**config.mk**
```make
export PLATFORM = sky130hd
export DESIGN_NAME = pcmStrobePort
export DESIGN_NICKNAME = d
export VERILOG_FILES = /design/src/rtl/pcmPortPkg.sv /design/src/rtl/pcmPortCtrl.sv /design/src/rtl/pcmPortData.sv /design/src/rtl/pcmStrobePort.sv
export SDC_FILE = /design/constraint.sdc
export NUM_CORES = 1
export LEC_CHECK = 0
export ABC_AREA = 0
export ABC_CLOCK_PERIOD_IN_PS = 1580
export CAP_MARGIN = 20
export CORE_AREA = 2 2 76 78
export CTS_CLUSTER_DIAMETER = 80
export CTS_CLUSTER_SIZE = 8
export DETAILED_ROUTE_END_ITERATION = 10
export DIE_AREA = 0 0 78 80
export GPL_ROUTABILITY_DRIVEN = 0
export PLACE_DENSITY = 0.57
export SLEW_MARGIN = 20
export SYNTH_ARGS = -nofsm -noshare
export SYNTH_HDL_FRONTEND = slang
export SYNTH_HIERARCHICAL = 1
export SYNTH_SLANG_ARGS = --single-unit
```
**constraint.sdc**
```tcl
create_clock -name clk -period 1.58 [get_ports clk]
set_input_delay 0.237 -clock clk [delete_from_list [all_inputs] [get_ports clk]]
set_output_delay 0.237 -clock clk [all_outputs]
set_load 0.1 [all_outputs]
```
**src/rtl/pcmPortPkg.sv**
```systemverilog
package pcmPortPkg;
  // Per-cycle commands from control to datapath
  typedef struct packed {
    logic loadTx;   // strobe rose: capture parallel byte
    logic shiftTx;  // drive next transmit bit
    logic shiftRx;  // capture next receive bit
    logic lastRx;   // this capture completes the sample
    logic driveEn;  // slot open: enable output pad
  } portCtl_t;
endpackage

```
**src/rtl/pcmPortCtrl.sv**
```systemverilog
module pcmPortCtrl
  import pcmPortPkg::*;
#(
  parameter int SLOT_BITS   = 8,
  parameter int SYNC_STAGES = 2
) (
  input  logic     clk,
  input  logic     rstN,
  input  logic     bitClk,
  input  logic     strobe,
  input  logic     serIn,
  output logic     serInS,
  output portCtl_t ctl
);
  localparam int CNT_W = $clog2(SLOT_BITS + 1);
  localparam logic [CNT_W-1:0] CNT_MAX = CNT_W'(SLOT_BITS);

  logic [SYNC_STAGES-1:0] clkSync, strbSync, dinSync;
  logic clkS, strbS, clkPrev, strbPrev;
  logic bitRise, bitFall, strbRise;
  logic active;
  logic [CNT_W-1:0] txCnt, rxCnt;

  always_ff @(posedge clk or negedge rstN) begin
    if (!rstN) begin
      clkSync  <= '0;
      strbSync <= '0;
      dinSync  <= '0;
      clkPrev  <= 1'b0;
      strbPrev <= 1'b0;
    end else begin
      clkSync  <= {clkSync[SYNC_STAGES-2:0], bitClk};
      strbSync <= {strbSync[SYNC_STAGES-2:0], strobe};
      dinSync  <= {dinSync[SYNC_STAGES-2:0], serIn};
      clkPrev  <= clkS;
      strbPrev <= strbS;
    end
  end

  assign clkS     = clkSync[SYNC_STAGES-1];
  assign strbS    = strbSync[SYNC_STAGES-1];
  assign serInS   = dinSync[SYNC_STAGES-1];
  assign bitRise  = clkS & ~clkPrev;
  assign bitFall  = ~clkS & clkPrev;
  assign strbRise = strbS & ~strbPrev;

  always_comb begin
    ctl.loadTx  = strbRise;
    ctl.driveEn = active & strbS;
    ctl.shiftTx = bitRise & ctl.driveEn & (txCnt < CNT_MAX);
    ctl.shiftRx = bitFall & ctl.driveEn & (rxCnt < CNT_MAX);
    ctl.lastRx  = ctl.shiftRx & (rxCnt == CNT_MAX - 1'b1);
  end

  always_ff @(posedge clk or negedge rstN) begin
    if (!rstN) begin
      active <= 1'b0;
      txCnt  <= '0;
      rxCnt  <= '0;
    end else if (strbRise) begin
      active <= 1'b1;
      txCnt  <= '0;
      rxCnt  <= '0;
    end else if (!strbS) begin
      active <= 1'b0;
    end else begin
      if (ctl.shiftTx) txCnt <= txCnt + 1'b1;
      if (ctl.shiftRx) rxCnt <= rxCnt + 1'b1;
    end
  end


  tx_count_bound_chk: assert property (@(posedge clk) disable iff (!rstN)
    txCnt <= CNT_MAX);


  rx_count_bound_chk: assert property (@(posedge clk) disable iff (!rstN)
    rxCnt <= CNT_MAX);


  slot_restart_chk: assert property (@(posedge clk) disable iff (!rstN)
    strbRise |=> (txCnt == '0 && rxCnt == '0 && active));


  idle_no_shift_chk: assert property (@(posedge clk) disable iff (!rstN)
    !strbS |-> !(ctl.shiftTx || ctl.shiftRx));
endmodule

```
**src/rtl/pcmPortData.sv**
```systemverilog
module pcmPortData
  import pcmPortPkg::*;
#(
  parameter int SLOT_BITS = 8
) (
  input  logic                 clk,
  input  logic                 rstN,
  input  portCtl_t             ctl,
  input  logic                 serInS,
  input  logic [SLOT_BITS-1:0] txByte,
  input  logic                 txMute,
  input  logic                 rxMute,
  input  logic                 lawSel,
  output logic                 serOut,
  output logic                 serOutEn,
  output logic [SLOT_BITS-1:0] rxByte,
  output logic                 rxValid,
  output logic                 txLoad
);
  // Negative zero: mu-law all ones below sign; A-law with even-bit inversion
  function automatic logic [SLOT_BITS-1:0] negZero(input logic aLaw);
    logic [SLOT_BITS-1:0] code;
    for (int i = 0; i < SLOT_BITS; i++)
      code[i] = aLaw ? (i % 2 == 0) : (i != SLOT_BITS - 1);
    return code;
  endfunction

  logic [SLOT_BITS-1:0] txShift, rxShift, rxNext;

  assign rxNext = {rxShift[SLOT_BITS-2:0], serInS};

  always_ff @(posedge clk or negedge rstN) begin
    if (!rstN) begin
      txShift  <= '0;
      serOut   <= 1'b0;
      serOutEn <= 1'b0;
      txLoad   <= 1'b0;
    end else begin
      serOutEn <= ctl.driveEn;
      txLoad   <= ctl.loadTx;
      if (ctl.loadTx) begin
        txShift <= txMute ? negZero(lawSel) : txByte;
      end else if (ctl.shiftTx) begin
        serOut  <= txShift[SLOT_BITS-1];
        txShift <= {txShift[SLOT_BITS-2:0], 1'b0};
      end
    end
  end

  always_ff @(posedge clk or negedge rstN) begin
    if (!rstN) begin
      rxShift <= '0;
      rxByte  <= '0;
      rxValid <= 1'b0;
    end else begin
      rxValid <= ctl.lastRx;
      if (ctl.shiftRx) rxShift <= rxNext;
      if (ctl.lastRx)  rxByte  <= rxMute ? negZero(lawSel) : rxNext;
    end
  end


  tx_mute_code_chk: assert property (@(posedge clk) disable iff (!rstN)
    (ctl.loadTx && txMute) |=> txShift == negZero($past(lawSel)));


  rx_mute_code_chk: assert property (@(posedge clk) disable iff (!rstN)
    (ctl.lastRx && rxMute) |=> rxByte == negZero($past(lawSel)));


  rx_valid_pulse_chk: assert property (@(posedge clk) disable iff (!rstN)
    rxValid |=> !rxValid);


  tx_load_pulse_chk: assert property (@(posedge clk) disable iff (!rstN)
    txLoad |=> !txLoad);


  en_follows_slot_chk: assert property (@(posedge clk) disable iff (!rstN)
    !ctl.driveEn |=> !serOutEn);
endmodule

```
**src/rtl/pcmStrobePort.sv**
```systemverilog
module pcmStrobePort
  import pcmPortPkg::*;
#(
  parameter int SLOT_BITS   = 8,
  parameter int SYNC_STAGES = 2
) (
  input  logic                 clk,
  input  logic                 rstN,
  input  logic                 bitClk,
  input  logic                 strobe,
  input  logic                 serIn,
  input  logic [SLOT_BITS-1:0] txByte,
  input  logic                 txMute,
  input  logic                 rxMute,
  input  logic                 lawSel,
  output logic                 serOut,
  output logic                 serOutEn,
  output logic [SLOT_BITS-1:0] rxByte,
  output logic                 rxValid,
  output logic                 txLoad
);
  portCtl_t ctl;
  logic     serInS;

  pcmPortCtrl #(.SLOT_BITS(SLOT_BITS), .SYNC_STAGES(SYNC_STAGES)) u_ctrl (
    .clk(clk), .rstN(rstN), .bitClk(bitClk), .strobe(strobe),
    .serIn(serIn), .serInS(serInS), .ctl(ctl)
  );

  pcmPortData #(.SLOT_BITS(SLOT_BITS)) u_data (
    .clk(clk), .rstN(rstN), .ctl(ctl), .serInS(serInS),
    .txByte(txByte), .txMute(txMute), .rxMute(rxMute), .lawSel(lawSel),
    .serOut(serOut), .serOutEn(serOutEn), .rxByte(rxByte),
    .rxValid(rxValid), .txLoad(txLoad)
  );
endmodule

```
==> results of run 1 <==
## cell usage in the layout (no fill, tap or decap), drive strengths merged, types with 2 or more instances in the layout
cell type	instances
ha	2
or4b	2
nand3	3
buf	27
a211oi	6
nand2	6
dfrtp	44
nand3b	2
and3	3
mux2	8
nor2b	6
o211ai	3
and2	2
a21oi	12
nor4bb	2
nand2b	4
inv	6
nor2	13
clkdlybuf4s50	14
clkbuf	7
o21ai	14
## flip-flops by register name, summed over array words and instances (netlist names), 2 cells and up
name / flops
u_data/rxByte: 8
u_data/txShift: 8
u_ctrl/rxCnt: 4
u_ctrl/dinSync: 2
u_ctrl/strbSync: 2
u_ctrl/clkSync: 2
u_data/rxShift: 7
u_ctrl/txCnt: 4
## metal layers
metal | vias to the layer above | GRT usage [%] | routed length, µm
met5 | - | 0 | 0
met4 | 0 | 3.68 | 45
met3 | 5 | 4.07 | 173
met2 | 27 | 21.8 | 1900
met1 | 662 | 15.4 | 1750
li1 | 638 | - | -
## logic make-up (layout without fill, tap and decap cells)
| logic type | after synthesis | count (layout) | share of synthesized area, % |
|---|---|---|---|
| multiplexers | 9 | 9 | 5.58 |
| AND/OR/NAND/NOR | 48 | 49 | 15.9 |
| buffers and inverters | 16 | 56 | 4.77 |
| adder cells (fa/ha/maj) | 2 | 2 | 1.34 |
| flip-flops | 44 | 44 | 59.2 |
| AO/OA/AOI/OAI | 40 | 40 | 13.2 |
## worst register-to-register path, cell delays in order, from the launching register on
cell,delay [ns]
dfrtp_1,0.42
nor4bb_4,0.32
and2_4,0.20
buf_6,0.13
mux2_2,0.33
## through the flow
| step | hold slack (ns) | power (mW) | TNS, ns | setup WS [ns] |
|---|---|---|---|---|
| after floorplan | -0.0586 | 1.55 | -0.0277 | -0.0139 |
| after global placement | 0.211 | 1.71 | 0 | 0.0582 |
| after detailed placement | 0.223 | 1.72 | -0.249 | -0.0397 |
| after CTS | 0.356 | 2.66 | 0 | 0.00280 |
| after global routing | 0.371 | 2.76 | -0.0159 | -0.00818 |
| final | 0.353 | 2.63 | 0 | 0.0536 |
## layout make-up
| type | instances | area share, % |
|---|---|---|
| flip-flops and latches | 44 | 43.0 |
| multi-input cells | 100 | 27.8 |
| repair buffers | 42 | 19.9 |
| clock buffers | 7 | 3.76 |
| well taps | 72 | 3.51 |
| clock inverters | 1 | 1.17 |
| inverters | 6 | 0.878 |
## timing repair
action,in CTS,in global routing
setup endpoints to repair,12,21
gates resized for setup,1,9
setup buffers,0,3
pin swaps,0,4
hold buffers,1,0
endpoints found under the hold margin,20,0
cloned,0,2
## power groups by stage
stage | combinational, mW | sequential, mW | clock [mW]
detailed placement | 0.390 | 1.33 | 0
global placement | 0.379 | 1.33 | 0
floorplan | 0.173 | 1.38 | 0
global route | 0.441 | 1.32 | 1.00
finish | 0.406 | 1.31 | 0.921
CTS | 0.394 | 1.31 | 0.961
## final timing paths
check                               endpoint              start  slack (ns)
setup / recovery           u_data/rxShift[0]  u_ctrl/clkSync[1]        0.05
hold / removal             u_ctrl/dinSync[1]  u_ctrl/dinSync[0]        0.35
setup reg to reg           u_data/rxShift[0]  u_ctrl/clkSync[1]        0.05
hold reg to reg            u_ctrl/dinSync[1]  u_ctrl/dinSync[0]        0.35
max in group asynchronous      u_ctrl/active               rstN        0.56
min in group asynchronous  u_ctrl/clkSync[0]               rstN        0.43
==> flow_summary.ini, run 1 <==
[outcome]
outcome = finished, final reports clean

[timing]
slew_headroom_pct = 68.4
fin_crit_sh_pct = 96.6
min_period_ns = 1.53
worst_slew_pin_slew_ns = 0.474
max_freq_mhz = 655
hold_viol = 0
clock_skew_ns = 0.00647
maxSlewViolCount = 0
setup_viol = 0

[yosys]
synth.distinct_cells = 39
yosysTopAreaCell = dfrtp_1
synth_common_cells = dfrtp_1 (44), nor2_1 (13), a21oi_1 (12), o21ai_0 (11), mux2_2 (7)
ys_seq_area_share_pct = 59.2
synth_area_leaders = dfrtp_1 (59%), mux2_2 (4.2%), a21oi_1 (3.2%)
netlist_instances = 159
synth_top_area_share_pct = 59.2
synth.most_common_cell = dfrtp_1
synth.cell_area_um2 = 1860
synth-edff-count = 0
ys_warn_count = 6
synth.avg_cell_area_um2 = 11.7
synth_fp_nets = 177
synthArstFlopShare_pct = 100
ys.flop_type = dfrtp_1
synth-seq-cells = 44

[routing]
drtIter0Drc = 71
drcViolationCount = 0
firstDrtPassIters = 4
wirelength_mm = 3.87
viasPerCell = 4.90
vias = 1332
ant_nets = 0
wl_per_cell_um = 14.2

[finish]
fin_nets = 217
drive_gt1_share_pct = 28.0
fin_area_um2 = 2560
final_core_util_pct = 47.4
num-fill-cells = 498
layout.cells.non_filler = 272
multiInputGateArea_um2 = 713
insertedDiodeCount = 0
syn2layout_area_growth_pct = 37.8
ff_latch_area_um2 = 1100

[clocking]
clkTransAtPathRegs_ns = 0.08
cts_buffers = 5
cts_tree = built
insertion_delay_ns = 0.30
cts-root-buf = clkbuf_8
clockBufferDepth = 2
cts-htree-levels = 2
cts_sinks = 44

[power_and_ir_drop]
switching_share_pct = 24.5
powerDensity_nw_per_um2 = 1030
seqPwrFrac_pct = 49.7
power_leakage_nw = 1.13
switching_power_mw = 0.644
p_comb_share_pct = 15.4
p_int_mw = 1.99
p_clk_share_pct = 34.9
irDropWorstVdd_uv = 616

[floorplan]
die_h_um = 80
io_pins = 28
die_w_um = 78
initial_core_util_pct = 34.4
core.rowCount = 27
dieArea_um2 = 6240
design.core.area_um2 = 5410

[setup_path]
critPathBufInv = 1
crit_type = flip-flop to flip-flop
cpMaxStageDelayCell = dfrtp_1
cp-start-kind = flip-flop
critPathMaxStageDelay_ns = 0.42
path_depth = 4
path_cells = nor4bb_4 > and2_4 > buf_6 > mux2_2
arrival_ns = 1.71
critical_path_required_ns = 1.76
rr_worst_depth = 4
crit_family = simple AND/OR/NAND/NOR gates
crit_path_end_kind = flip-flop
cp_max_fo = 9

[place]
dpl_cell_area_um2 = 2350
io_buffers = 27
placed_cells = 258
dpl.hpwl_mm = 2.65

[grt]
grt_pass1_vias = 1368
grt_usage_pct = 12.7
grt_antenna_before_repair = 0
overflow = 0
grt_pass1_wl_mm = 6.24
grt_start_max_net_pins = 23

[min_path]
min_path_cells = 0
min_path_type = flip-flop to flip-flop

[job]
max-cap-violations = 0
Power figures use the tool's default switching activity.
==> inputs of run 2 (changes only) <==
==> constraint.sdc (replaced) <==
create_clock -name clk -period 1.58 [get_ports clk]
set_input_delay 0.316 -clock clk [delete_from_list [all_inputs] [get_ports clk]]
set_output_delay 0.316 -clock clk [all_outputs]
set_load 0.1 [all_outputs]
==> run 2 against run 1 <==
Final cell count is the same. Design area grew 0.15%. Routed wire length shrank 2.0%. Critical path depth is the same. Maximum frequency grew 0.13%. Worst setup slack gained 0.0020 ns. Die area is the same. Combinational power is essentially flat. Clock power shrank 3.1%. Global-route usage is essentially flat. Critical path type unchanged. Sequential power is essentially flat. Largest power group unchanged.
==> flow_summary.ini, run 2 (synthesized netlist as in run 1, its figures left out) <==
[outcome]
outcome = finished, final reports clean

[clocking]
cts-htree-levels = 2
cts_buffers = 5
cts_sinks = 44
cts_tree = built
clkTransAtPathRegs_ns = 0.08
clockBufferDepth = 2
insertion_delay_ns = 0.30
cts-root-buf = clkbuf_8

[timing]
min_period_ns = 1.52
max_freq_mhz = 656
worst_slew_pin_slew_ns = 0.323
maxSlewViolCount = 0
clock_skew_ns = 0.00703
fin_crit_sh_pct = 96.5
setup_slack_ns = 0.0555
hold_viol = 0
slew_headroom_pct = 78.2
setup_viol = 0

[min_path]
min_path_cells = 0
worstHoldStart = u_ctrl/strbSync[0]
min_path_type = flip-flop to flip-flop
whs_endpoint = u_ctrl/strbSync[1]

[routing]
viasPerCell = 4.93
drcViolationCount = 0
ant_nets = 0
wirelength_mm = 3.79
firstDrtPassIters = 4
vias = 1340
drtIter0Drc = 39
wl_per_cell_um = 13.9

[place]
pre_cts_ws_ns = -0.0293
dpl.hpwl_mm = 2.48
io_buffers = 27

[floorplan]
die_h_um = 80
dieArea_um2 = 6240
core.rowCount = 27
initial_core_util_pct = 34.4
design.core.area_um2 = 5410
io_pins = 28
die_w_um = 78

[finish]
num-fill-cells = 520
fin_nets = 217
drive_gt1_share_pct = 27.0
syn2layout_area_growth_pct = 38.0
insertedDiodeCount = 0
final_common_cell = dfrtp_1
top_regs = u_data/rxByte: 8 flops, u_data/txShift: 8 flops, u_data/rxShift: 7 flops
final_cell_mix = dfrtp_1 (44), clkdlybuf4s50_1 (14), buf_12 (13), a21oi_1 (12), nor2_1 (12)

[grt]
grt_usage_pct = 12.7
grt_pass1_wl_mm = 6.15
grt_pass1_vias = 1360
grt_start_max_net_pins = 45
overflow = 0
grt_antenna_before_repair = 0

[setup_path]
arrival_ns = 1.71
reg2reg_from = u_ctrl/clkSync[1]
rrSetupSlack_ns = 0.06
cp_max_fo = 9
critical_path_required_ns = 1.77
cp-start-kind = flip-flop
crit_type = flip-flop to flip-flop
rr_worst_depth = 4
crit_path_end_kind = flip-flop
timing.rr.end = u_data/rxShift[5]

[power_and_ir_drop]
power_leakage_nw = 1.13
irDropWorstVdd_uv = 496
powerDensity_nw_per_um2 = 1010
finalPower_mw = 2.61

[job]
max-cap-violations = 0
-- run 2: cell types whose count changed in the layout (fill, tap and decap cells not counted), sizes merged --
cell / change
clkinv: +1
buf: -1
-- run 2: report_power, final --
group          switching [mW]  internal, mW
clock network           0.375         0.517
registers              0.0801          1.23
logic                   0.201         0.202
total                   0.656          1.95
-- run 2: worst max path at each step --
stage,end,from,slack (ns),cells after the start
after floorplan,u_data/rxByte[4],u_ctrl/clkSync[1],-0.01,7
after global placement,u_data/rxShift[6],u_ctrl/clkPrev,0.06,4
after detailed placement,u_data/rxShift[2],u_ctrl/clkPrev,-0.03,4
after CTS,u_data/rxShift[5],u_ctrl/clkSync[1],0.02,4
after global routing,u_data/rxByte[3],u_ctrl/clkSync[1],-0.04,5
final,u_data/rxShift[5],u_ctrl/clkSync[1],0.06,4
-- run 2: final cells by class --
type                            count  area, µm²  share of cell area [%]
Clock buffer                        6       82.6                    3.22
Clock inverter                      2       38.8                    1.51
Timing Repair Buffer               42        524                    20.4
Sequential cell                    44       1100                    42.9
Inverter                            6       22.5                   0.877
Multi-Input combinational cell    100        708                    27.6
Tap cell                           72       90.1                    3.51
-- run 2: worst max-delay path, stage by stage (launching register included) --
cell,delay [ns]
dfrtp_1,0.42
nor4bb_4,0.33
and2_4,0.21
buf_8,0.13
mux2_2,0.33
-- run 2: routing by layer --
layer | global-route usage (%) | share of wire, %
met5 | 0 | 0
met4 | 4.74 | 0.90
met3 | 4.75 | 5.0
met2 | 21.1 | 50
met1 | 15.1 | 44
-- run 2: stage by stage --
step	hold slack, ns	cell area [µm²]	std cells	setup TNS (ns)	util (%)
4_1_cts	0.354	2490	266	0	46.1
5_1_grt	0.376	2570	272	-0.334	47.5
6_report	0.352	2570	272	0	47.5
3_3_place_gp	0.308	2350	257	0	43.6
3_5_place_dp	0.324	2350	257	-0.177	43.6
2_1_floorplan	0.0204	1880	159	-0.0277	-
-- run 2: timing repair --
action | CTS | global route
cloned | 0 | 2
hold buffers | 1 | 0
setup buffers | 0 | 4
setup endpoints to repair | 8 | 22
pin swaps | 0 | 2
gates resized for setup | 1 | 9
hold endpoints to repair | 20 | 0
==> inputs of run 3 (changes only) <==
--- a/config.mk
+++ b/config.mk
@@ -13,8 +13,9 @@
 export CTS_CLUSTER_SIZE = 8
 export DETAILED_ROUTE_END_ITERATION = 10
 export DIE_AREA = 0 0 78 80
+export DONT_BUFFER_PORTS = 1
 export GPL_ROUTABILITY_DRIVEN = 0
-export PLACE_DENSITY = 0.57
+export PLACE_DENSITY = 0.5
 export SLEW_MARGIN = 20
 export SYNTH_ARGS = -nofsm -noshare
 export SYNTH_HDL_FRONTEND = slang
==> run 3 against run 2 <==
Count of clock-buffer cells in the layout shrank 1. Register-to-register slack improved by 0.03 ns. Global-route usage is 0.92 points lower. Final cell count is 5.9% lower. First-iteration DRC count grew 33%. Worst hold slack lost 0.31 ns. Total power fell by 11%. Routed wire length is 4.9% lower. Sequential power is essentially flat. Non-clock buffer count decreased by 15. Critical path depth is the same.
==> flow_summary.ini, run 3 (synthesized netlist as in run 1, its figures left out) <==
[routing]
vias = 1242
drtIter0Drc = 52
viasPerCell = 4.85
wirelength_mm = 3.61
drcViolationCount = 0
firstDrtPassIters = 4
wl_per_cell_um = 14.1
ant_nets = 0

[place]
dpl.hpwl_mm = 2.43
placed_cells = 244
pre_cts_ws_ns = -0.0190
io_buffers = 0

[floorplan]
io_pins = 28
die_w_um = 78
die_h_um = 80
design.core.area_um2 = 5410
core.rowCount = 27
dieArea_um2 = 6240
initial_core_util_pct = 34.4

[grt]
grt_start_max_net_pins = 45
grt_pass1_vias = 1223
grt_antenna_before_repair = 0
grt_pass1_wl_mm = 5.73
grt_usage_pct = 11.8
overflow = 0

[outcome]
outcome = finished, final reports clean

[clocking]
cts-htree-levels = 2
cts_buffers = 5
clockBufferDepth = 2
cts-root-buf = clkbuf_8
cts_sinks = 44
clkTransAtPathRegs_ns = 0.08
insertion_delay_ns = 0.29
cts_tree = built

[finish]
layout.cells.non_filler = 256
final_common_cell = dfrtp_1
fin_nets = 202
num-fill-cells = 537
drive_gt1_share_pct = 28.3
ff_latch_area_um2 = 1100
top_regs = u_data/rxByte: 8 flops, u_data/txShift: 8 flops, u_data/rxShift: 7 flops
multiInputGateArea_um2 = 703
syn2layout_area_growth_pct = 21.5
insertedDiodeCount = 0
final_cell_mix = dfrtp_1 (44), buf_4 (22), a21oi_1 (12), nor2_1 (12), o21ai_0 (11)

[power_and_ir_drop]
switching_power_mw = 0.629
seqPwrFrac_pct = 56.2
p_int_mw = 1.70
powerDensity_nw_per_um2 = 1030
p_clk_share_pct = 28.6
switching_share_pct = 27.1
power_leakage_nw = 0.996
p_comb_share_pct = 15.2
irDropWorstVdd_uv = 614

[setup_path]
critical_path_required_ns = 1.76
rr_worst_depth = 4
critPathMaxStageDelay_ns = 0.40
path_cells = nor4bb_4 > and2_4 > buf_12 > mux2_2
cpMaxStageDelayCell = dfrtp_1
crit_path_end_kind = flip-flop
path_depth = 4
cp_max_fo = 9
critPathBufInv = 1
crit_family = simple AND/OR/NAND/NOR gates
crit_type = flip-flop to flip-flop
cp-start-kind = flip-flop
arrival_ns = 1.68

[timing]
max_freq_mhz = 669
hold_viol = 0
slew_headroom_pct = 77.8
clock_skew_ns = 0.00474
min_period_ns = 1.49
setup_viol = 0
setup_slack_ns = 0.0851
worst_slew_pin_slew_ns = 0.329
fin_crit_sh_pct = 94.6
rsz0062_at_grt = false
maxSlewViolCount = 0

[min_path]
min_path_type = input pin to flip-flop
min_path_cells = 0

[job]
max-cap-violations = 0
run 3: cell count changes in the layout (fill, tap and decap cells not counted), sizes merged:
cell	previous run	this run
clkdlybuf4s50	14	0
clkbuf	7	5
bufinv	1	0
clkinvlp	0	1
run 3: area by class of cell:
class | instances | area share, %
Sequential cell | 44 | 48.7
Multi-Input combinational cell | 100 | 31.1
Timing Repair Buffer | 27 | 11.6
Tap cell | 72 | 3.98
Clock buffer | 5 | 3.04
Inverter | 6 | 0.996
Clock inverter | 2 | 0.553
run 3: through the flow:
| step | hold slack [ns] | instance area, µm² | TNS, ns | util (%) | total power, mW |
|---|---|---|---|---|---|
| final | 0.0436 | 2260 | 0 | 41.8 | 2.33 |
| after global routing | 0.0224 | 2260 | 0 | 41.8 | 2.44 |
| after CTS | 0.0302 | 2220 | 0 | 41.2 | 2.35 |
| after detailed placement | 0.0222 | 2100 | -0.0413 | 38.8 | 1.65 |
| after global placement | 0.0223 | 2100 | 0 | 38.8 | 1.64 |
| after floorplan | 0.0204 | 1880 | -0.0277 | - | 1.55 |
run 3: power by group through the flow:
stage	combinational, mW	sequential [mW]	clock, mW
2_1_floorplan	0.173	1.38	0
3_3_place_gp	0.315	1.33	0
3_5_place_dp	0.322	1.33	0
4_1_cts	0.357	1.31	0.691
5_1_grt	0.386	1.32	0.728
6_report	0.354	1.31	0.664
run 3: routing by layer:
| layer | wire [µm] | part of all wire, % | global-route usage [%] |
|---|---|---|---|
| met1 | 1610 | 45 | 14.5 |
| met2 | 1740 | 48 | 18.8 |
| met3 | 210 | 5.8 | 4.52 |
| met4 | 51 | 1.4 | 4.74 |
| met5 | 0 | 0 | 0 |
run 3: worst reg2reg max path, stage by stage (launching register included):
cell and delay, ns:
dfrtp_1 0.40, nor4bb_4 0.32, and2_4 0.22, buf_12 0.13
mux2_2 0.33
run 3: repair_timing:
action                     in CTS  in global routing
hold endpoints to repair       44                  0
setup endpoints to repair      11                 18
resized for setup               1                  3
hold buffers                    2                  0
cloned                          0                  1
buffers inserted                0                  2
run 3: final timing paths:
check                      slack, ns           endpoint               from
hold reg to reg                 0.35  u_ctrl/clkSync[1]  u_ctrl/clkSync[0]
hold / removal                  0.04  u_ctrl/dinSync[0]              serIn
min in group asynchronous       0.53      u_data/serOut               rstN
setup reg to reg                0.09  u_data/rxShift[0]     u_ctrl/clkPrev
max in group asynchronous       0.86     u_ctrl/clkPrev               rstN
setup / recovery                0.09  u_data/rxShift[0]     u_ctrl/clkPrev
